## src/rtl/lwf_pkg.sv

```systemverilog
package lwf_pkg;

  typedef enum logic [2:0] {
    ST_IDLE    = 3'd0,
    ST_DATA_LO = 3'd1,
    ST_CSUM    = 3'd2,
    ST_CTL_HI  = 3'd3,
    ST_CTL_LO  = 3'd4
  } lwf_state_e;

endpackage

```

## src/rtl/lwf_crc.sv

```systemverilog
module lwf_crc #(
  parameter int          W    = 16,
  parameter logic [W-1:0] POLY = 16'h1021,
  parameter logic [W-1:0] INIT = 16'hFFFF
) (
  input  logic         clk,
  input  logic         rst,
  input  logic         preset,
  input  logic         upd_en,
  input  logic [W-1:0] upd_data,
  output logic [W-1:0] crc_q
);

  function automatic logic [W-1:0] crc_step(input logic [W-1:0] cur,
                                            input logic [W-1:0] din);
    logic [W-1:0] acc;
    logic         fb;
    acc = cur;
    for (int i = W - 1; i >= 0; i--) begin
      fb  = acc[W-1] ^ din[i];
      acc = {acc[W-2:0], 1'b0};
      if (fb) acc = acc ^ POLY;
    end
    return acc;
  endfunction

  always_ff @(posedge clk) begin
    if (rst || preset) begin
      crc_q <= INIT;
    end else if (upd_en) begin
      crc_q <= crc_step(crc_q, upd_data);
    end
  end

endmodule

```

## src/rtl/lwf_parity.sv

```systemverilog
module lwf_parity #(
  parameter int GROUPS  = 4,
  parameter int GROUP_W = 7
) (
  input  logic [GROUPS*GROUP_W-1:0] field,
  output logic [GROUPS-1:0]         par
);

  for (genvar g = 0; g < GROUPS; g++) begin : g_grp
    assign par[g] = ^field[g*GROUP_W +: GROUP_W];
  end

endmodule

```

## src/rtl/lwf_seq.sv

```systemverilog
module lwf_seq
  import lwf_pkg::*;
#(
  parameter int WORD_W   = 32,
  parameter int HALF_W   = 16,
  parameter int GROUPS   = 4,
  parameter int CMD_W    = 14,
  parameter int CMD_CODE = 1
) (
  input  logic              clk,
  input  logic              rst,
  input  logic              in_valid,
  input  logic [WORD_W-1:0] in_word,
  input  logic              in_is_ctrl,
  output logic              in_ready,
  input  logic [HALF_W-1:0] crc_q,
  input  logic [GROUPS-1:0] par_bits,
  output logic [WORD_W-1:0] hold_word,
  output logic              crc_upd_en,
  output logic [HALF_W-1:0] crc_upd_data,
  output logic              crc_preset_req,
  output logic [HALF_W-1:0] out_word,
  output logic              out_flag,
  output logic              out_strobe
);

  localparam logic [HALF_W-1:0] CMD_WORD = HALF_W'(CMD_W'(CMD_CODE));

  lwf_state_e        state_q, state_d;
  logic              dirty_q, dirty_d;
  logic [WORD_W-1:0] hold_d;
  logic [HALF_W-1:0] nxt_word;
  logic              nxt_flag, nxt_strobe;
  logic              accept;

  assign in_ready = (state_q == ST_IDLE);
  assign accept   = in_valid && in_ready;

  always_comb begin
    state_d        = state_q;
    dirty_d        = dirty_q;
    hold_d         = hold_word;
    nxt_word       = '0;
    nxt_flag       = 1'b0;
    nxt_strobe     = 1'b0;
    crc_upd_en     = 1'b0;
    crc_upd_data   = '0;
    crc_preset_req = 1'b0;
    unique case (state_q)
      ST_IDLE: begin
        if (accept) begin
          hold_d = in_word;
          if (!in_is_ctrl) begin
            nxt_word     = in_word[WORD_W-1:HALF_W];
            nxt_flag     = 1'b1;
            crc_upd_en   = 1'b1;
            crc_upd_data = in_word[WORD_W-1:HALF_W];
            dirty_d      = 1'b1;
            state_d      = ST_DATA_LO;
          end else if (dirty_q) begin
            nxt_word   = CMD_WORD;
            nxt_strobe = 1'b1;
            state_d    = ST_CSUM;
          end else begin
            nxt_word = in_word[WORD_W-1:HALF_W];
            state_d  = ST_CTL_LO;
          end
        end
      end
      ST_DATA_LO: begin
        nxt_word     = hold_word[HALF_W-1:0];
        nxt_flag     = 1'b1;
        crc_upd_en   = 1'b1;
        crc_upd_data = hold_word[HALF_W-1:0];
        state_d      = ST_IDLE;
      end
      ST_CSUM: begin
        nxt_word       = crc_q;
        nxt_flag       = 1'b1;
        crc_preset_req = 1'b1;
        dirty_d        = 1'b0;
        state_d        = ST_CTL_HI;
      end
      ST_CTL_HI: begin
        nxt_word = hold_word[WORD_W-1:HALF_W];
        state_d  = ST_CTL_LO;
      end
      ST_CTL_LO: begin
        nxt_word = {hold_word[HALF_W-1:GROUPS], par_bits};
        state_d  = ST_IDLE;
      end
      default: state_d = ST_IDLE;
    endcase
  end

  always_ff @(posedge clk) begin
    if (rst) begin
      state_q    <= ST_IDLE;
      dirty_q    <= 1'b0;
      hold_word  <= '0;
      out_word   <= '0;
      out_flag   <= 1'b0;
      out_strobe <= 1'b0;
    end else begin
      state_q    <= state_d;
      dirty_q    <= dirty_d;
      hold_word  <= hold_d;
      out_word   <= nxt_word;
      out_flag   <= nxt_flag;
      out_strobe <= nxt_strobe;
    end
  end

endmodule

```

## src/rtl/link_word_framer.sv

```systemverilog
module link_word_framer #(
  parameter int          WORD_W   = 32,
  parameter int          PAR_GRPS = 4,
  parameter int          CMD_W    = 14,
  parameter int          CMD_CODE = 1,
  parameter logic [15:0] CRC_POLY = 16'h1021,
  parameter logic [15:0] CRC_INIT = 16'hFFFF
) (
  input  logic              clk,
  input  logic              rst,
  input  logic              in_valid,
  output logic              in_ready,
  input  logic [WORD_W-1:0] in_word,
  input  logic              in_is_ctrl,
  input  logic              crc_clear,
  output logic [WORD_W/2-1:0] out_word,
  output logic              out_flag,
  output logic              out_strobe
);

  localparam int HALF_W  = WORD_W / 2;
  localparam int GROUP_W = (WORD_W - PAR_GRPS) / PAR_GRPS;

  logic [WORD_W-1:0]   hold_word;
  logic [HALF_W-1:0]   crc_q, crc_upd_data;
  logic                crc_upd_en, crc_preset_req;
  logic [PAR_GRPS-1:0] par_bits;

  lwf_seq #(
    .WORD_W  (WORD_W),
    .HALF_W  (HALF_W),
    .GROUPS  (PAR_GRPS),
    .CMD_W   (CMD_W),
    .CMD_CODE(CMD_CODE)
  ) u_seq (
    .clk           (clk),
    .rst           (rst),
    .in_valid      (in_valid),
    .in_word       (in_word),
    .in_is_ctrl    (in_is_ctrl),
    .in_ready      (in_ready),
    .crc_q         (crc_q),
    .par_bits      (par_bits),
    .hold_word     (hold_word),
    .crc_upd_en    (crc_upd_en),
    .crc_upd_data  (crc_upd_data),
    .crc_preset_req(crc_preset_req),
    .out_word      (out_word),
    .out_flag      (out_flag),
    .out_strobe    (out_strobe)
  );

  lwf_crc #(
    .W   (HALF_W),
    .POLY(HALF_W'(CRC_POLY)),
    .INIT(HALF_W'(CRC_INIT))
  ) u_crc (
    .clk     (clk),
    .rst     (rst),
    .preset  (crc_preset_req || crc_clear),
    .upd_en  (crc_upd_en),
    .upd_data(crc_upd_data),
    .crc_q   (crc_q)
  );

  lwf_parity #(
    .GROUPS (PAR_GRPS),
    .GROUP_W(GROUP_W)
  ) u_par (
    .field(hold_word[WORD_W-1:PAR_GRPS]),
    .par  (par_bits)
  );

endmodule

```

## config.mk

```make
export PLATFORM = sky130hd
export DESIGN_NAME = link_word_framer
export DESIGN_NICKNAME = d
export VERILOG_FILES = /design/src/rtl/lwf_pkg.sv /design/src/rtl/lwf_crc.sv /design/src/rtl/lwf_parity.sv /design/src/rtl/lwf_seq.sv /design/src/rtl/link_word_framer.sv
export SDC_FILE = /design/constraint.sdc
export NUM_CORES = 1
export LEC_CHECK = 0
export BUFFER_PORTS_ARGS = -buffer_cell sky130_fd_sc_hd__buf_2
export CELL_PAD_IN_SITES_DETAIL_PLACEMENT = 1
export CELL_PAD_IN_SITES_GLOBAL_PLACEMENT = 1
export CORE_MARGIN = 5
export CORE_UTILIZATION = 48
export CTS_BUF_LIST = sky130_fd_sc_hd__clkbuf_8
export DETAILED_ROUTE_END_ITERATION = 6
export PLACE_DENSITY = 0.93
export REMOVE_ABC_BUFFERS = 1
export SLEW_MARGIN = 20
export SYNTH_ARGS = -nofsm -noshare
export SYNTH_HDL_FRONTEND = slang
export SYNTH_SLANG_ARGS = --single-unit
export TNS_END_PERCENT = 20
```

## constraint.sdc

```tcl
create_clock -name clk -period 7.89 [get_ports clk]
set_clock_uncertainty 0.2 [all_clocks]
set_input_delay 0.3945 -clock clk [delete_from_list [all_inputs] [get_ports clk]]
set_output_delay 0.3945 -clock clk [all_outputs]
set_load 0.01 [all_outputs]
```

==> metrics <==
Die ar.=0.0100 mm²; status=finished clean; final setup TNS=0 ns; post-DP HPWL=8.26 mm; Mean Syn Cell Area=8.48 µm²; fraction of layout cells with a size suffix above 1=20.2%; Ant. Diodes=0; Worst path max stage delay=0.78 ns; crit-path cells=buf_4, nor3_4, a31oi_2, xnor2_2, xnor3_1, xnor2_2, xnor2_1, or3_1, nand3_1; leakage=0.00180 µW; placed cell count=592; register area share after synthesis=35.9%; hold_buf cts=0; starting density of the core=50.0%; CP max FO=20; Fillers=962; mux contribution to synthesized area=2.31%; total gr overflow=0; antenna-violating nets left=0; CTS H-tree lvls=3; Setup Viol. Count Final=0; Cell variety after synth=36; Synth area leaders=dfxtp_1, xnor2_1, nand2_1; crit path capture type=register; CP Class=register to register; DIE WIDTH=100 µm; Clock Path Buffers=2; area post-placement=0.00424 mm²; slowest cell on the critical path=nor3_4; largest family of logic cells by synthesized area=simple AND/OR/NAND/NOR gates; via count=3,619; Adder-Cell Fraction of Synth Area=0%; fin worst setup slack=4.05 ns; crit path time final=3.84 ns; area of the mapped netlist=0.00390 mm²; cts bufs inserted=9; gr usage total=25.3%; vias in the first global route=3,884; WP data arrival=3.93 ns; DR WL/cell=20.1 µm; Place WS=4.19 ns; Final Hold Violating Endpoints=0; # resized after CTS=0; CP top delay family=XOR/XNOR gates; Clock Sinks=70; Synth warnings=0; initial antenna violation count=0; unrepaired setup endpoints after global routing=no; simple-gate share of the synthesized area=19.9%; Detailed Routing Iterations Pass 1=5; CP dominant cell by count=xnor2_2; cell count after synthesis=460; post-synth top area cell=dfxtp_1; Initial DRC Count=256; slew margin rel.=37.8%; final wirelength=12.2 mm; setup bufs post-CTS=0; flops & latches, synth=70; CTS tree=yes; Clock Latency Late Sink=0.36 ns; row cnt=32; Setup crit start kind=register; largest net degree at the start of global routing=42; crit share post-route=48.7%; GP Congestion=0.865; main flop type after synthesis=dfxtp_1; Post-route DRC=0; port bufs=55; Final Slew Violations=0; cell area power density=230 mW/mm²; IO Count=56; Max Cap Viol=0; post-synthesis xor/xnor area fraction=19.6%; Post-synth EDFFs=0; post-synthesis compound-gate area fraction=18.7%; Clk pin slew, worst setup/hold paths=0.07 ns; Die H=100 µm; fin area=0.00439 mm²; FMAX=0.260 GHz; maximum VDD drop=94.6 µV; Post-layout nets=538; clk root buf=clkbuf_8; first-pass GRT wire length=20.0 mm; fin cells=607; buffers plus inverters on the worst setup path=1; Synth top area share=35.9%; Syn-to-layout area delta=12.6%; via/cell ratio=5.96; CP required=7.99 ns; Hold Crit Class=primary input to register; CORE AREA=0.00781 mm²; Async S/R FF share, synth=0%; worst slew pin tran=0.929 ns
Yosys cell counts, types with 4 or more instances:
cell	count
nand2_1	75
dfxtp_1	70
xnor2_1	50
nor2_1	45
a21oi_1	39
clkbuf_1	26
a22oi_1	17
a221oi_1	15
nor2b_1	13
xor2_1	10
xnor2_2	9
a21o_1	8
a32oi_1	8
mux2_2	8
nor4bb_1	8
nor3_1	7
a31oi_1	6
nand3_1	6
buf_2	5
o21ai_0	4
o21ai_1	4
or3_1	4
path summary, 6_finish.rpt:
path | from | endpoint | slack [ns] | depth (start not counted)
min reg2reg | u_seq.hold_word[21] | u_seq.hold_word[21] | 0.29 | 2
max reg2reg | u_seq.state_q[0] | u_crc.crc_q[12] | 4.05 | 9
max | u_seq.state_q[0] | u_crc.crc_q[12] | 4.05 | 9
min | in_word[2] | u_seq.hold_word[2] | 0.07 | 3
cell type report:
cell class	count	area, µm²	area share [%]
multi-input combinational	355	2360	53.7
clock buffer	9	124	2.82
clock inverter	6	31.3	0.712
sequential	70	1400	31.9
timing repair buffer	65	350	7.97
tap	102	128	2.91
logic make-up (layout without fill, tap and decap cells):
logic type | count (synthesis) | after routing
AOI/OAI and AO/OA | 108 | 108
DFF | 70 | 70
and+or+nand+nor | 166 | 166
muxes | 8 | 8
xor gates and xnor gates | 73 | 73
buffers and inverters | 35 | 80
tightest hold or removal path: stages:
cell,delay [ns]
buf_2,0.09
nand2_1,0.04
a21oi_1,0.05
state kept, by name, indices dropped and copies added, names as in the netlist:
| name | count |
|---|---|
| u_crc.crc_q | 16 |
| u_seq.out_strobe | 1 |
| u_seq.out_word | 16 |
| u_seq.state_q | 3 |
| u_seq.dirty_q | 1 |
| u_seq.out_flag | 1 |
| u_seq.hold_word | 32 |
placed cells by master, fill, tap and decap left out, types with 7 or more instances in the layout:
master,synthesis,final
buf_2,5,55
buf_4,1,10
clkbuf_8,0,9
a221oi_1,15,15
nand2_1,75,75
xnor2_1,50,50
a21o_1,8,8
a32oi_1,8,8
nor2_1,45,45
xor2_1,10,10
xnor2_2,9,9
a22oi_1,17,17
nor3_1,7,7
a21oi_1,39,39
mux2_2,8,8
nor4bb_1,8,8
dfxtp_1,70,70
nor2b_1,13,13
stage by stage:
step                      util (%)  hold WS (ns)  total power [µW]
after floorplan                  -         0.240               665
after global routing          56.3        0.0714              1060
after detailed placement      54.3         0.277               761
after CTS                     56.3        0.0691              1010
final                         56.3        0.0732              1010
after global placement        54.3         0.262               746
per-layer routing:
metal  wire, µm  vias to the layer above  share of wire, %  track usage (%)
met1       5010                     1771                41             30.7
met4        331                        0               2.7             9.12
met5          0                        -                 0                0
met2       6070                      139                50             43.7
li1           -                     1680                 -                -
met3        794                       29               6.5             5.70
report_power, final:
group	leakage, µW	switching (µW)	total [µW]	internal, µW
sequential	0.000574	26.2	406	380
clock	0.0000858	138	247	109
combinational	0.00114	197	356	159
total	0.00180	361	1010	648
Power figures use the tool's default switching activity.
